<file path="config.mk">
export PLATFORM = sky130hd
export DESIGN_NAME = irq_agg_ctrl
export DESIGN_NICKNAME = d
export VERILOG_FILES = /design/src/rtl/irq_agg_pkg.sv /design/src/rtl/irq_edge_detect.sv /design/src/rtl/irq_pending_bank.sv /design/src/rtl/irq_out_gen.sv /design/src/rtl/irq_agg_ctrl.sv
export SDC_FILE = /design/constraint.sdc
export NUM_CORES = 1
export LEC_CHECK = 0
export BUFFER_PORTS_ARGS = -buffer_cell sky130_fd_sc_hd__buf_2
export CAP_MARGIN = 15
export CORE_ASPECT_RATIO = 1.75
export CORE_UTILIZATION = 45
export CTS_CLUSTER_DIAMETER = 150
export DETAILED_ROUTE_END_ITERATION = 16
export GPL_TIMING_DRIVEN = 0
export MAX_ROUTING_LAYER = met4
export PLACE_DENSITY_LB_ADDON = 0.3
export RECOVER_POWER = 100
export SKIP_CTS_REPAIR_TIMING = 1
export SLEW_MARGIN = 0
export SYNTH_ARGS = -nofsm -noshare
export SYNTH_HDL_FRONTEND = slang
export SYNTH_HIERARCHICAL = 1
export SYNTH_SLANG_ARGS = --single-unit
</file>
<file path="constraint.sdc">
create_clock -name clk -period 1.85 [get_ports clk]
set_input_delay 0.37 -clock clk [delete_from_list [all_inputs] [get_ports clk]]
set_output_delay 0.37 -clock clk [all_outputs]
set_load 0.005 [all_outputs]
</file>
<file path="src/rtl/irq_agg_pkg.sv">
package irq_agg_pkg;

    localparam int REG_ADDR_W = 8;

    typedef enum logic [REG_ADDR_W-1:0] {
        OFF_RAW  = 8'h58,
        OFF_MSK  = 8'h5C,
        OFF_ENS  = 8'h60,
        OFF_ENC  = 8'h64,
        OFF_EOI  = 8'h68,
        OFF_MODE = 8'h6C
    } reg_off_e;

    typedef enum logic {
        MODE_LEVEL = 1'b0,
        MODE_PULSE = 1'b1
    } out_mode_e;

    typedef struct packed {
        logic sw_set;
        logic sw_clr;
        logic en_set;
        logic en_clr;
        logic eoi;
        logic mode_wr;
    } wr_strobe_t;

    function automatic wr_strobe_t decode_write(input logic wr,
                                                input logic [REG_ADDR_W-1:0] addr);
        wr_strobe_t s;
        s = '0;
        if (wr) begin
            case (addr)
                OFF_RAW:  s.sw_set  = 1'b1;
                OFF_MSK:  s.sw_clr  = 1'b1;
                OFF_ENS:  s.en_set  = 1'b1;
                OFF_ENC:  s.en_clr  = 1'b1;
                OFF_EOI:  s.eoi     = 1'b1;
                OFF_MODE: s.mode_wr = 1'b1;
                default:  s = '0;
            endcase
        end
        return s;
    endfunction

endpackage

</file>
<file path="src/rtl/irq_edge_detect.sv">
module irq_edge_detect #(
    parameter int N_SRC = 8
) (
    input  logic             clk,
    input  logic             rst,
    input  logic [N_SRC-1:0] src_i,
    output logic [N_SRC-1:0] rise_o
);
    logic [N_SRC-1:0] prev_q;

    for (genvar i = 0; i < N_SRC; i++) begin : g_bit
        always_ff @(posedge clk) begin
            if (rst) prev_q[i] <= 1'b0;
            else     prev_q[i] <= src_i[i];
        end
        assign rise_o[i] = src_i[i] & ~prev_q[i];
    end
endmodule

</file>
<file path="src/rtl/irq_pending_bank.sv">
module irq_pending_bank #(
    parameter int N_SRC = 8
) (
    input  logic             clk,
    input  logic             rst,
    input  logic [N_SRC-1:0] hw_rise,
    input  logic [N_SRC-1:0] set_vec,
    input  logic [N_SRC-1:0] clr_vec,
    input  logic [N_SRC-1:0] en_set_vec,
    input  logic [N_SRC-1:0] en_clr_vec,
    output logic [N_SRC-1:0] pend_o,
    output logic [N_SRC-1:0] en_o
);
    for (genvar i = 0; i < N_SRC; i++) begin : g_bit
        // a hardware edge overrides a same-cycle software clear
        always_ff @(posedge clk) begin
            if (rst)                          pend_o[i] <= 1'b0;
            else if (hw_rise[i] | set_vec[i]) pend_o[i] <= 1'b1;
            else if (clr_vec[i])              pend_o[i] <= 1'b0;
        end

        always_ff @(posedge clk) begin
            if (rst)                en_o[i] <= 1'b0;
            else if (en_set_vec[i]) en_o[i] <= 1'b1;
            else if (en_clr_vec[i]) en_o[i] <= 1'b0;
        end
    end
endmodule

</file>
<file path="src/rtl/irq_out_gen.sv">
module irq_out_gen
    import irq_agg_pkg::*;
(
    input  logic      clk,
    input  logic      rst,
    input  logic      any_i,
    input  logic      eoi_i,
    input  logic      mode_wr_i,
    input  logic      mode_d_i,
    output out_mode_e mode_o,
    output logic      irq_o
);
    logic armed_q;
    logic fire;

    assign fire  = (mode_o == MODE_PULSE) & armed_q & any_i;
    assign irq_o = (mode_o == MODE_PULSE) ? fire : any_i;

    always_ff @(posedge clk) begin
        if (rst)            mode_o <= MODE_LEVEL;
        else if (mode_wr_i) mode_o <= out_mode_e'(mode_d_i);
    end

    // end-of-service re-arms; a pulse disarms until then
    always_ff @(posedge clk) begin
        if (rst)        armed_q <= 1'b1;
        else if (eoi_i) armed_q <= 1'b1;
        else if (fire)  armed_q <= 1'b0;
    end
endmodule

</file>
<file path="src/rtl/irq_agg_ctrl.sv">
module irq_agg_ctrl
    import irq_agg_pkg::*;
#(
    parameter int N_SRC  = 8,
    parameter int DATA_W = 32
) (
    input  logic                  clk,
    input  logic                  rst,
    input  logic [N_SRC-1:0]      src_i,
    input  logic                  bus_wr,
    input  logic [REG_ADDR_W-1:0] bus_addr,
    input  logic [DATA_W-1:0]     bus_wdata,
    output logic [DATA_W-1:0]     bus_rdata,
    output logic                  irq_o
);
    wr_strobe_t       stb;
    logic [N_SRC-1:0] wvec;
    logic [N_SRC-1:0] hw_rise;
    logic [N_SRC-1:0] pend_q;
    logic [N_SRC-1:0] en_q;
    logic [N_SRC-1:0] masked;
    out_mode_e        mode_q;

    assign stb    = decode_write(bus_wr, bus_addr);
    assign wvec   = bus_wdata[N_SRC-1:0];
    assign masked = pend_q & en_q;

    irq_edge_detect #(.N_SRC(N_SRC)) u_edge (
        .clk    (clk),
        .rst    (rst),
        .src_i  (src_i),
        .rise_o (hw_rise)
    );

    irq_pending_bank #(.N_SRC(N_SRC)) u_bank (
        .clk        (clk),
        .rst        (rst),
        .hw_rise    (hw_rise),
        .set_vec    (stb.sw_set ? wvec : '0),
        .clr_vec    (stb.sw_clr ? wvec : '0),
        .en_set_vec (stb.en_set ? wvec : '0),
        .en_clr_vec (stb.en_clr ? wvec : '0),
        .pend_o     (pend_q),
        .en_o       (en_q)
    );

    irq_out_gen u_out (
        .clk       (clk),
        .rst       (rst),
        .any_i     (|masked),
        .eoi_i     (stb.eoi),
        .mode_wr_i (stb.mode_wr),
        .mode_d_i  (bus_wdata[0]),
        .mode_o    (mode_q),
        .irq_o     (irq_o)
    );

    always_comb begin
        bus_rdata = '0;
        case (bus_addr)
            OFF_RAW:          bus_rdata[N_SRC-1:0] = pend_q;
            OFF_MSK:          bus_rdata[N_SRC-1:0] = masked;
            OFF_ENS, OFF_ENC: bus_rdata[N_SRC-1:0] = en_q;
            OFF_MODE:         bus_rdata[0]         = mode_q;
            default:          bus_rdata            = '0;
        endcase
    end
endmodule

</file>
## Word level (Yosys, flattened, before mapping)

Index checks and enable logic that the tools add are counted.

- Bits in registers: 26
- Latch bits: 0
- Memory bits (writable): 0
- Bits in read-only memories: 0
- Input bits: 51
- Output and inout bits: 33
- Word-level logic and storage cells: 124
- Memories kept: 0

- Add/subtract/negate cells: 0
- Multipliers: 0
- Divide/modulo/power cells: 0
- Magnitude comparators: 0
- Equal/unequal tests: 6
- Shift-type cells: 0
- Mux-type cells: 46
- Bitwise logic cells: 27
- Reduce and logical (&&, ||, !) cells: 19

Operators by type and width:

| kind | count |
|---|---|
| $eq A8 B7 Y1 const B | 6 |
| $mux W1 | 39 |
| $mux W8 | 4 |
| $reduce_bool A2 Y1 | 16 |
| $pmux W7 S3 | 1 |
| $and A1 B1 Y1 | 10 |
| $and A8 B8 Y8 | 1 |
| $not A1 Y1 | 8 |
| $or A1 B1 Y1 | 8 |
| $reduce_or A8 Y1 | 1 |
| $mux W6 | 1 |
| $pmux W1 S4 | 1 |
| $reduce_or A2 Y1 | 2 |

## Longest topological paths before layout

- Depth after elaboration: 6
- Mapped depth: 6
- Mapped depth without buffers: 5

## Hierarchy

The synthesis kept the hierarchy.

Modules (own cells, without submodules):

| module | times used | cells an instance | area each (sq um) |
|---|---|---|---|
| irq_agg_ctrl | 1 | 104 | 711.9 |
| irq_pending_bank | 1 | 66 | 629.4 |
| irq_edge_detect | 1 | 24 | 260.2 |
| irq_out_gen | 1 | 8 | 77.6 |

## Worst setup path before layout

No wires, ideal clock.

- Kind: input port to output port
- Start point: input bus_addr[5]
- End point: output bus_rdata[1]
- Arrival: 1190 ps
- Slack: 290 ps
- Stages on the path: 5
- Path buffers: 2
- Path through: nor4bb_1 buf_2 buf_4 nand3_1 a21oi_1

- Cells in the longest elaborated chain, start to end: 3
- Elaborated cells between the ends (all ways): 6
- Those cells by class: eq/ne (4); mux (1); reduce/logical (1)

RTL lines:

| element | RTL line | RTL |
|---|---|---|
| start, declared | irq_agg_ctrl.sv:11 | `input logic [REG_ADDR_W-1:0] bus_addr,` |
| $eq A8 B7 Y1 | irq_agg_ctrl.sv:60 | `case (bus_addr)` |
| $reduce_or A2 Y1 | irq_agg_ctrl.sv:60 |  |
| $pmux W7 S3 * | irq_agg_ctrl.sv:60 |  |
| end, declared | irq_agg_ctrl.sv:13 | `output logic [DATA_W-1:0] bus_rdata,` |

Mark *: on every way between the ends. The rest lies on a longest branch, timed or not.

## Worst setup path after layout

- Start point: input bus_addr[5]
- End point: output bus_rdata[2]

Same word-level chain as after synthesis.

==> results.ini <==
[outcome]
run_status = completed

[global_routing]
grt_pass1_wl_mm = 5.63
overflow = 0
grt_start_max_net_pins = 14
grt_pass1_vias = 1263
antenna_found_initial = 0
gr-usage-all-layers = 0.197

[timing]
worstMarginPinSlew_ns = 0.667
hold_violations = 0
fin_crit_sh = 0.988
relSlewSlack = 0.555
clock_skew_ns = 0.00269
setup_violations = 0
drv_slew = 0
fmax_mhz = 547
rsz0062_at_grt = true
fin_crit_ns = 1.83

[drt]
first_pass_iters = 4
via_per_inst = 4.78
post_drt_wl_per_cell_um = 11.9
postRouteAntennaNets = 0
remaining_drc_errors = 0
vias = 1497
drt-initial-drc-count = 36
finalWirelength_mm = 3.74

[final_layout]
final_util = 0.592
num-fill-cells = 370
layout-drive-gt1-share = 0.352
area_delta_synth_final_pct = 26.8
regArea_um2 = 520
fin_nets = 320
finalInstanceArea_mm2 = 0.00213
antenna_cells = 0
multi_input_area_mm2 = 0.00102

[synthesis]
yosysMostFrequentCell = and2_1
synth.top_cells.by_count = and2_1 (32), dfxtp_1 (26), buf_4 (25)
synth_top_area_share = 0.310
ys_async_sr_fraction = 0
ys_seq_elements = 26
syn_area_per_cell_um2 = 8.31
synthTopCellsByArea = dfxtp_1 (31%), and2_1 (12%), buf_4 (11%)
synth_cell_types = 31
yosysWarnings = 6
synth_ff_type = dfxtp_1
seq_area_frac_synth = 0.310
syn_inst = 202
syn_area_mm2 = 0.00168
yosysTopAreaCell = dfxtp_1
synth_edf_count = 0

[die]
fp.dieW_um = 48.2
dieHeight_um = 82.8
initial_core_util = 0.467
num_rows = 29
die-area_mm2 = 0.00399
ios = 84
core_area_mm2 = 0.00359

[cts]
clk_path_buf_depth = 2
insertion_delay_ns = 0.27
cts_tree = yes
cts_root_buffer = clkbuf_8
h-tree-depth = 1
clkTransAtPathRegs_ns = 0.09
cts_sinks = 26
numCtsBuffers = 3

[worst_hold_path]
hold_path_class = in2reg
hp-start = src_i[2]
holdPathStages = 2
min_to = u_edge/prev_q[2]$_SDFF_PP0_

[worst_setup_path]
rr_startpoint = u_bank/pend_o[4]$_SDFFE_PP0P_
start_kind = input port
reg2reg_to = u_out/armed_q$_SDFFE_PP1P_
endpoint_kind = primary output
crit_type = in2out
critPathMaxFanout = 5
r2r_slack_ns = 0.76
rr_worst_depth = 4
cp_data_required_time_ns = 1.48
cp.arrival_ns = 1.46

[power_and_ir_drop]
total_power_uw = 1100
ir_worst_vdd_v = 0.000461
p_per_area_mw_per_mm2 = 515
cellLeakagePower_uw = 0.000933

[placement]
gp_congestion = 0.789
placed_area_mm2 = 0.00200
place.port_buffers = 35
dpl.hpwl_mm = 2.71

[job]
max-cap-violations = 0

==> report_power, final <==
part           total, uW  internal (uW)  switching [uW]
registers            600            582            18.1
logic                176           93.4            82.8
clock network        319            146             174
==> critical path: stages <==
cell and delay [ns]:
buf_2 0.10, nor4bb_1 0.26, buf_4 0.20, buf_6 0.12
nand3_1 0.09, a21oi_2 0.18, buf_2 0.13
==> cell families (layout without fill, tap and decap cells) <==
family,Yosys count,after routing,synth area share
buffers and inverters,38,80,0.156
AND/OR/NAND/NOR,97,97,0.370
other,1,24,0.00223
AO/OA/AOI/OAI,39,39,0.156
multiplexers,1,1,0.00596
flip-flops,26,26,0.310
==> sequential cells by signal (all words and copies together) (netlist names) <==
signal,flops
u_bank/en_o,8
u_out/mode_o,1
u_out/armed_q,1
u_bank/pend_o,8
u_edge/prev_q,8
==> area by class of cell <==
class | count | area share
plain buffers | 28 | 0.108
clock buffers | 3 | 0.0194
inverters | 10 | 0.0176
multi-input cells | 161 | 0.481
flip-flops and latches | 26 | 0.245
well taps | 46 | 0.0270
repair buffers | 39 | 0.102
==> cells in the final DEF, fill, tap and decap left out, types with 2 or more instances in the layout <==
cell and count:
buf_2 33, and2_1 32, buf_4 27, dfxtp_1 26
conb_1 24, nor2b_1 17, a21oi_2 16, nand2b_1 16
nor2_1 10, inv_1 10, a31oi_1 8, a21oi_1 7
buf_6 5, nand3_1 5, and4_1 4, a22oi_1 4
clkbuf_8 3, nand3_2 2, nand2_1 2
==> per-stage QoR <==
stage	worst slack [ns]	setup TNS (ns)	instances	hold WS (ns)
floorplan	0.290	0	225	0.435
global placement	-0.0786	-0.457	306	0.444
detailed placement	-0.0824	-0.457	306	0.450
CTS	-0.0932	-0.538	309	0.317
global route	-0.0696	-0.443	313	0.319
finish	0.0223	0	313	0.320
==> layer usage <==
layer	track usage	part of all wire	wire (um)	vias to the layer above
met5	-	0	0	-
met4	0.0859	0.0078	29	0
met3	0.0261	0.056	211	2
met2	0.314	0.54	2020	68
met1	0.234	0.40	1480	668
li1	-	-	-	759
==> worst max-delay path by stage <==
stage                     depth (start not counted)           end   startpoint  slack (ns)
after CTS                                         7  bus_rdata[2]  bus_addr[5]       -0.09
after detailed placement                          7  bus_rdata[2]  bus_addr[5]       -0.08
after global routing                              7  bus_rdata[2]  bus_addr[5]       -0.07
after global placement                            7  bus_rdata[2]  bus_addr[5]       -0.08
after floorplan                                   5  bus_rdata[1]  bus_addr[5]        0.29
final                                             7  bus_rdata[2]  bus_addr[5]        0.02
No activity file was read; power rests on OpenSTA's default activity.
